### src/rtl/t1am_pkg.sv
package t1am_pkg;
  // Build the data-link alarm pattern: RUN ones (oldest) then RUN zeros.
  function automatic logic [63:0] fdl_alarm_pattern(input int run);
    logic [63:0] p;
    p = '0;
    for (int i = 0; i < 2 * run; i++) begin
      if (i >= run) p[i] = 1'b1;
    end
    return p;
  endfunction
endpackage

### src/rtl/t1am_frame_track.sv
module t1am_frame_track (
  input  logic clk,
  input  logic rst,
  input  logic bit_vld,
  input  logic frm_bit,
  output logic frm_end
);
  logic started_q;

  always_ff @(posedge clk) begin
    if (rst) started_q <= 1'b0;
    else if (bit_vld && frm_bit) started_q <= 1'b1;
  end

  // A frame bit closes the previous frame only once one frame has begun.
  assign frm_end = bit_vld && frm_bit && started_q;
endmodule

### src/rtl/t1am_d4_yellow.sv
module t1am_d4_yellow #(
  parameter int CHANNELS  = 24,
  parameter int SLOT_BITS = 8,
  parameter int YEL_BIT   = 2,
  localparam int SLOT_W   = $clog2(CHANNELS),
  localparam int POS_W    = $clog2(SLOT_BITS)
) (
  input  logic              clk,
  input  logic              rst,
  input  logic              bit_vld,
  input  logic              rx_bit,
  input  logic              frm_bit,
  input  logic              frm_end,
  input  logic [SLOT_W-1:0] slot_idx,
  input  logic [POS_W-1:0]  bit_pos,
  input  logic              esf_mode,
  output logic              yel
);
  localparam int CNT_W = $clog2(CHANNELS + 1);
  localparam logic [POS_W-1:0] YEL_CODE = POS_W'(YEL_BIT - 1);

  logic [CNT_W-1:0] seen_q;
  logic             one_q;
  logic             yel_q;
  logic             tap;

  assign tap = bit_vld && !frm_bit && (bit_pos == YEL_CODE) &&
               (32'(slot_idx) < CHANNELS);

  always_ff @(posedge clk) begin
    if (rst) begin
      seen_q <= '0;
      one_q  <= 1'b0;
    end else if (bit_vld && frm_bit) begin
      seen_q <= '0;
      one_q  <= 1'b0;
    end else if (tap) begin
      if (32'(seen_q) < CHANNELS) seen_q <= seen_q + 1'b1;
      one_q <= one_q | rx_bit;
    end
  end

  always_ff @(posedge clk) begin
    if (rst || esf_mode) yel_q <= 1'b0;
    else if (frm_end) begin
      if (one_q) yel_q <= 1'b0;
      else if (32'(seen_q) == CHANNELS) yel_q <= 1'b1;
    end
  end

  assign yel = yel_q;

  // the flag only rises on a frame boundary
  a_r2_rise_at_frame_end: assert property (@(posedge clk) disable iff (rst)
    $rose(yel_q) |-> $past(frm_end));
  // the flag only falls on a boundary or by a mode change
  a_r3_fall_at_frame_end: assert property (@(posedge clk) disable iff (rst)
    $fell(yel_q) |-> ($past(frm_end) || $past(esf_mode)));
  // ESF mode holds the D4 flag low
  a_r4_quiet_in_esf: assert property (@(posedge clk) disable iff (rst)
    esf_mode |=> !yel_q);
endmodule

### src/rtl/t1am_esf_yellow.sv
module t1am_esf_yellow #(
  parameter int FDL_RUN = 8,
  localparam int PAT_W  = 2 * FDL_RUN,
  localparam int GAP_W  = $clog2(PAT_W + 1)
) (
  input  logic clk,
  input  logic rst,
  input  logic bit_vld,
  input  logic rx_bit,
  input  logic fdl_pos,
  input  logic esf_mode,
  output logic yel
);
  import t1am_pkg::*;
  localparam logic [63:0]      PAT_FULL = fdl_alarm_pattern(FDL_RUN);
  localparam logic [PAT_W-1:0] PATTERN  = PAT_FULL[PAT_W-1:0];

  logic [PAT_W-1:0] hist_q, hist_n;
  logic [GAP_W-1:0] fill_q, fill_n, gap_q, gap_n;
  logic             yel_q;
  logic             stb, hit;

  assign stb    = bit_vld && fdl_pos && esf_mode;
  assign hist_n = {hist_q[PAT_W-2:0], rx_bit};
  assign fill_n = (32'(fill_q) < PAT_W) ? fill_q + 1'b1 : fill_q;
  assign gap_n  = (32'(gap_q) < PAT_W) ? gap_q + 1'b1 : gap_q;
  assign hit    = (32'(fill_n) == PAT_W) && (hist_n == PATTERN);

  always_ff @(posedge clk) begin
    if (rst || !esf_mode) begin
      hist_q <= '0;
      fill_q <= '0;
      gap_q  <= '0;
      yel_q  <= 1'b0;
    end else if (stb) begin
      hist_q <= hist_n;
      fill_q <= fill_n;
      if (hit) begin
        yel_q <= 1'b1;
        gap_q <= '0;
      end else begin
        gap_q <= gap_n;
        if (32'(gap_n) == PAT_W) yel_q <= 1'b0;
      end
    end
  end

  assign yel = yel_q;

  // the flag rises only on a data-link bit in ESF mode
  a_r5_rise_on_fdl: assert property (@(posedge clk) disable iff (rst)
    $rose(yel_q) |-> $past(bit_vld && fdl_pos && esf_mode));
  // outside ESF mode the flag stays low
  a_r7_quiet_in_d4: assert property (@(posedge clk) disable iff (rst)
    !esf_mode |=> !yel_q);
  // a drop happens only on a data-link bit or a mode change
  a_r6_fall_on_fdl: assert property (@(posedge clk) disable iff (rst)
    $fell(yel_q) |-> ($past(bit_vld && fdl_pos) || $past(!esf_mode)));
endmodule

### src/rtl/t1am_blue.sv
module t1am_blue #(
  parameter int BLUE_FRAMES = 2,
  localparam int RUN_W = $clog2(BLUE_FRAMES + 1)
) (
  input  logic clk,
  input  logic rst,
  input  logic bit_vld,
  input  logic rx_bit,
  input  logic frm_bit,
  input  logic frm_end,
  input  logic oof,
  output logic blue
);
  logic [RUN_W-1:0] run_q;
  logic             ones_q;
  logic             blue_q;
  logic             zero_now;

  assign zero_now = bit_vld && !rx_bit;

  // Per-frame all-ones tracker, frame bit included.
  always_ff @(posedge clk) begin
    if (rst) ones_q <= 1'b0;
    else if (bit_vld && frm_bit) ones_q <= rx_bit;
    else if (bit_vld) ones_q <= ones_q & rx_bit;
  end

  always_ff @(posedge clk) begin
    if (rst || zero_now) run_q <= '0;
    else if (frm_end) begin
      if (!ones_q) run_q <= '0;
      else if (32'(run_q) < BLUE_FRAMES) run_q <= run_q + 1'b1;
    end
  end

  always_ff @(posedge clk) begin
    if (rst || zero_now) blue_q <= 1'b0;
    else if ((32'(run_q) == BLUE_FRAMES) && oof) blue_q <= 1'b1;
  end

  assign blue = blue_q;

  // a zero bit clears the alarm on the next cycle
  a_r10_zero_clears: assert property (@(posedge clk) disable iff (rst)
    (bit_vld && !rx_bit) |=> !blue_q);
  // the alarm rises only while out of frame
  a_r8_needs_oof: assert property (@(posedge clk) disable iff (rst)
    $rose(blue_q) |-> $past(oof));
  // the alarm never rises while in frame
  a_r9_no_rise_in_frame: assert property (@(posedge clk) disable iff (rst)
    !oof |=> !$rose(blue_q));
endmodule

### src/rtl/t1_alarm_mon.sv
module t1_alarm_mon #(
  parameter int CHANNELS    = 24,
  parameter int SLOT_BITS   = 8,
  parameter int YEL_BIT     = 2,
  parameter int FDL_RUN     = 8,
  parameter int BLUE_FRAMES = 2,
  localparam int SLOT_W     = $clog2(CHANNELS),
  localparam int POS_W      = $clog2(SLOT_BITS)
) (
  input  logic              clk,
  input  logic              rst,
  input  logic              bit_vld,
  input  logic              rx_bit,
  input  logic              frm_bit,
  input  logic [SLOT_W-1:0] slot_idx,
  input  logic [POS_W-1:0]  bit_pos,
  input  logic              esf_mode,
  input  logic              fdl_pos,
  input  logic              oof,
  output logic              yel_d4,
  output logic              yel_esf,
  output logic              blue
);
  logic frm_end;

  t1am_frame_track u_frm (
    .clk(clk), .rst(rst), .bit_vld(bit_vld), .frm_bit(frm_bit),
    .frm_end(frm_end)
  );

  t1am_d4_yellow #(
    .CHANNELS(CHANNELS), .SLOT_BITS(SLOT_BITS), .YEL_BIT(YEL_BIT)
  ) u_d4 (
    .clk(clk), .rst(rst), .bit_vld(bit_vld), .rx_bit(rx_bit),
    .frm_bit(frm_bit), .frm_end(frm_end), .slot_idx(slot_idx),
    .bit_pos(bit_pos), .esf_mode(esf_mode), .yel(yel_d4)
  );

  t1am_esf_yellow #(.FDL_RUN(FDL_RUN)) u_esf (
    .clk(clk), .rst(rst), .bit_vld(bit_vld), .rx_bit(rx_bit),
    .fdl_pos(fdl_pos), .esf_mode(esf_mode), .yel(yel_esf)
  );

  t1am_blue #(.BLUE_FRAMES(BLUE_FRAMES)) u_blue (
    .clk(clk), .rst(rst), .bit_vld(bit_vld), .rx_bit(rx_bit),
    .frm_bit(frm_bit), .frm_end(frm_end), .oof(oof), .blue(blue)
  );

  // every flag is low on the cycle after reset
  a_r1_reset_clears: assert property (@(posedge clk)
    rst |=> (!yel_d4 && !yel_esf && !blue));
endmodule

### config.mk
export PLATFORM = sky130hd
export DESIGN_NAME = t1_alarm_mon
export DESIGN_NICKNAME = d
export VERILOG_FILES = /design/src/rtl/t1am_pkg.sv /design/src/rtl/t1am_frame_track.sv /design/src/rtl/t1am_d4_yellow.sv /design/src/rtl/t1am_esf_yellow.sv /design/src/rtl/t1am_blue.sv /design/src/rtl/t1_alarm_mon.sv
export SDC_FILE = /design/constraint.sdc
export NUM_CORES = 1
export LEC_CHECK = 0
export CORE_MARGIN = 1.5
export CORE_UTILIZATION = 45
export CTS_BUF_LIST = sky130_fd_sc_hd__clkbuf_8
export DETAILED_ROUTE_END_ITERATION = 10
export DONT_BUFFER_PORTS = 1
export PLACE_DENSITY = 0.7
export SETUP_SLACK_MARGIN = 0.15
export SYNTH_ARGS = -nofsm -noshare
export SYNTH_HDL_FRONTEND = slang
export SYNTH_SLANG_ARGS = --single-unit
### constraint.sdc
create_clock -name clk -period 3.3 [get_ports clk]
set_input_delay 0.33 -clock clk [delete_from_list [all_inputs] [get_ports clk]]
set_output_delay 0.33 -clock clk [all_outputs]
set_load 0.01 [all_outputs]
# Yosys cells after proc, flatten, opt, wreduce, memory -nomap -nowiden
# Index checks and enable logic that the tools add are counted.
# word_totals
rom_bits	0
regBits	38
in_bits	16
word_cells	64
mem_count	0
out_inout_bits	3
latchBits	0
ramBits	0
# op_classes
bitwise	2
reduce_logical	24
div	0
magnitude_cmp	5
mul	0
shift	0
eq_ne	7
muxes	11
n_addsub	4
# op_table
op	count
$lt A5 B5 Y1 const B	4
$eq A16 B16 Y1 const B	1
$add A5 B1 Y5 const B	3
$eq A5 B5 Y1 const B	3
$mux W5	3
$logic_and A1 B1 Y1	10
$reduce_and A2 Y1	4
$mux W1	6
$reduce_bool A2 Y1	3
$mux W2	2
$eq A3 B1 Y1 const B	1
$logic_not A1 Y1	3
$logic_or A1 B1 Y1	3
$add A2 B1 Y2 const B	1
$eq A2 B2 Y1 const B	1
$lt A2 B2 Y1 const B	1
$ne A2 B2 Y1 const B	1
$reduce_or A2 Y1	1
$and A1 B1 Y1	1
$or A1 B1 Y1	1

# Longest topological paths before layout
# logic_depth
ltp_word	6
depth_mapped	6
ltp_nobuf	5

# Modules after synthesis
# From an unflattened synthesis, not the netlist that was laid out.
# hier_totals
hier_cells	199
hier_area_um2	1716.6
# modules_own_cells
mod	n_inst	area_per_inst_um2	cells_each
t1am_esf_yellow	1	1116.1	133
t1am_d4_yellow	1	389.1	42
t1am_blue	1	176.4	20
t1am_frame_track	1	35.0	4

# Worst setup path after synthesis
# OpenSTA, ideal clock, no wires.
# synth_path
kind	flip-flop to flip-flop
startpoint	reg u_esf.fill_q[0]
endpoint	reg u_esf.gap_q[1]
stages_incl_launch_ff	6
path_buffers	0
arrival_time_ns	1.492
setup_time_ns	0.120
setup_slack_ns	1.689
path_cell_list	dfxtp_1 > ha_1 > or3b_1 > a211oi_2 > a31oi_1 > nor3b_1
# synth_via
elab_chain_cells	5
# synth_lines
element	line_no	text
from (decl)	t1am_esf_yellow.sv:19	logic [GAP_W-1:0] fill_q, fill_n, gap_q, gap_n;
from (signal assigned)	t1am_esf_yellow.sv:37	fill_q <= fill_n;
$add A5 B1 Y5 / $lt A5 B5 Y1 (equally long branches)	t1am_esf_yellow.sv:25	assign fill_n = (32'(fill_q) < PAT_W) ? fill_q + 1'b1 : fill_q;
$mux W5 (*)	t1am_esf_yellow.sv:25	
$eq A5 B5 Y1 (*)	t1am_esf_yellow.sv:27	assign hit = (32'(fill_n) == PAT_W) && (hist_n == PATTERN);
$logic_and A1 B1 Y1 (*)	t1am_esf_yellow.sv:27	
$mux W5 (*)	t1am_esf_yellow.sv:38	if (hit) begin
to (signal assigned)	t1am_esf_yellow.sv:42	gap_q <= gap_n;
to (decl)	t1am_esf_yellow.sv:19	
# Every way passes the cells marked *; elsewhere a longest branch is shown, timed or not.
# A chain may end at the register's enable or synchronous reset.

# Final worst setup path
# Same ends and word-level chain as after synthesis.

==> results.cfg <==
[worst_setup_path]
max_stage_delay_ns = 0.41
cp_top_family = simple AND/OR/NAND/NOR gates
crit_type = register to register
cp-startpoint = u_esf.fill_q[0]$_SDFFE_PP0P_
cp_slowest_cell = dfxtp_1
worstPathArrival_ns = 1.96
start_kind = register
path_cells = ha_1 > or3b_1 > a211oi_2 > a31oi_1 > nor3b_1
cp_max_fo = 5
path_buf_inv = 0
worstSetupEndpointType = register
cp.required_ns = 3.47
r2r_start = u_esf.fill_q[0]$_SDFFE_PP0P_

[final_layout]
finalNonFillerCells = 248
n_fill_cell = 363
layout_common_cells = nand2_1, dfxtp_1, a21oi_1, nor2_1, clkbuf_8
synthToLayoutAreaGrowth_pct = 7.961
finalNetCount = 220
layout-drive-gt1-share_pct = 7.000
regArea_sq_um = 760.7
multiInputGateArea_sq_um = 862.1
fin_util_pct = 49.97
antennaDiodeCount = 0

[die]
initial_utilization_pct = 46.28
dieWidth_um = 64.13
die_area_sq_um = 4113
rows = 22
coreArea_sq_um = 3633
die_h_um = 64.13
ios = 19

[logic_synthesis]
synth_area_sq_um = 1682
synth_ff_type = dfxtp_1
synth_cell_types = 41
synth.avg_cell_area_sq_um = 8.408
yosysWarnings = 0
ys_seq_elements = 38
async_flop_share_pct = 0
syn_nets = 221
synth_edf_count = 0
yosysSeqAreaShare_pct = 45.24
synthCells = 200

[sta]
drv_slew = 0
setup_tns_ns = 0
finalCritPeriodShare_pct = 54.12
setup_viol = 0
slew_headroom_pct = 45.38
grt_setup_unrepaired = no
fin_crit_ns = 1.786
hold_violations = 0
max_freq_ghz = 0.5599
holdWs_ns = 0.1072
worst_pin_slew_ns = 0.8193
finClkSkew_ns = 0.002947

[drt]
route.final.wire_length_mm = 2.943
ant_nets = 0
wire_per_inst_um = 11.87
post_drt_via_cell_ratio = 5.331
drc = 0
drt_iter0_drc = 96
num_vias = 1322
drt_first_pass_iters = 4

[placement]
dp.cells = 240
place.gp.congestion = 0.7555
numPortBuffers = 0
hpwl_mm = 2.066

[global_route]
grt_max_degree = 23
antenna_found_initial = 0
grt_pass1_wl_mm = 5.202
gr-total-overflow = 0
grt_pass1_vias = 1249
grt_util_all_layers_pct = 16.10

[min_path]
hold_path.class = primary input to register
worstHoldStart = rst

[clocking]
cts_made_buffers = 5
clk_pin_slew_ns = 0.07
cts_max_level = 2
cts.hold.buffers_added = 0
cts_resized = 0
cts_setup_buffers = 0
cts_tree = built
cts.path.max_buffers = 2
clockRootBuffer = clkbuf_8
clk_latency_ns = 0.28
cts.sinks = 38

[job]
max_cap_violations = 0

[pwr]
leakagePower_uw = 0.0006048
vdd_drop_max_v = 0.0002213
p_per_area_nw_per_um2 = 472.7

[status]
status = finished clean
## power by group
| group | switching [uW] | leakage (uW) | internal [uW] |
|---|---|---|---|
| clock network | 151 | 0.0000575 | 211 |
| registers | 3.33 | 0.000307 | 462 |
| logic | 20.3 | 0.000241 | 10.8 |
## metrics by stage
| stage | area, sq um | setup slack [ns] | total power (uW) |
|---|---|---|---|
| after floorplan | 1682 | 1.689 | 504.0 |
| after global placement | 1705 | 1.538 | 507.3 |
| after detailed placement | 1705 | 1.500 | 507.5 |
| after CTS | 1815 | 1.488 | 873.6 |
| after global routing | 1815 | 1.390 | 890.6 |
| final | 1815 | 1.514 | 858.2 |
## cells in the mapped netlist (3+ instances only)
master | n | area (sq um)
dfxtp_1 | 38 | 760.7
nand2_1 | 38 | 142.6
a21oi_1 | 28 | 140.1
nor2_1 | 18 | 67.56
inv_1 | 6 | 22.52
nand3_1 | 6 | 30.03
xnor2_1 | 6 | 52.55
ha_1 | 5 | 62.56
nor3_1 | 5 | 25.02
nor3b_1 | 4 | 30.03
clkbuf_1 | 3 | 11.26
o31ai_1 | 3 | 22.52
## registers in the layout (all words and copies together), names as in the netlist
name and flops:
u_esf.hist_q 15, u_d4.seen_q 5, u_esf.fill_q 5, u_esf.gap_q 5, u_blue.run_q 2, u_blue.blue 1
u_blue.ones_q 1, u_d4.one_q 1, u_d4.yel 1, u_esf.yel 1, u_frm.started_q 1
## cell families (layout without fill, tap and decap cells)
| kind of cell | Yosys count | after routing | share of synthesized area (%) |
|---|---|---|---|
| buf+inv | 14 | 14 | 3.497 |
| xor+xnor | 6 | 6 | 3.125 |
| simple gates | 92 | 92 | 27.68 |
| fa+ha+maj | 5 | 5 | 3.720 |
| flops | 38 | 38 | 45.24 |
| mux | 1 | 1 | 0.5953 |
| compound gates | 44 | 44 | 16.15 |
## metal layers
metal,share of wire [%],global-route usage [%],up-vias
li1,-,-,694
met1,47,18.56,605
met2,48,27.34,19
met3,3.9,5.282,4
met4,1.4,6.649,0
met5,0,0,-
## worst register-to-register path: stages (launching register included)
cell and delay, ns:
dfxtp_1 0.41, ha_1 0.26, or3b_1 0.37, a211oi_2 0.24, a31oi_1 0.19, nor3b_1 0.20
## area by class of cell
type	count	share of cell area, %
flip-flops and latches	38	41.90
well taps	48	3.308
inverters	6	1.241
clock buffers	8	6.065
multi-input cells	148	47.48
## worst paths after layout
check	end	slack, ns	cells past startpoint
max	u_esf.gap_q[1]$_SDFFE_PP0P_	1.51	5
min reg2reg	u_d4.yel$_SDFFE_PP0P_	0.45	1
min	u_frm.started_q$_SDFFE_PP0P_	0.11	1
max reg2reg	u_esf.gap_q[1]$_SDFFE_PP0P_	1.51	5
(Power assumes the default switching activity.)
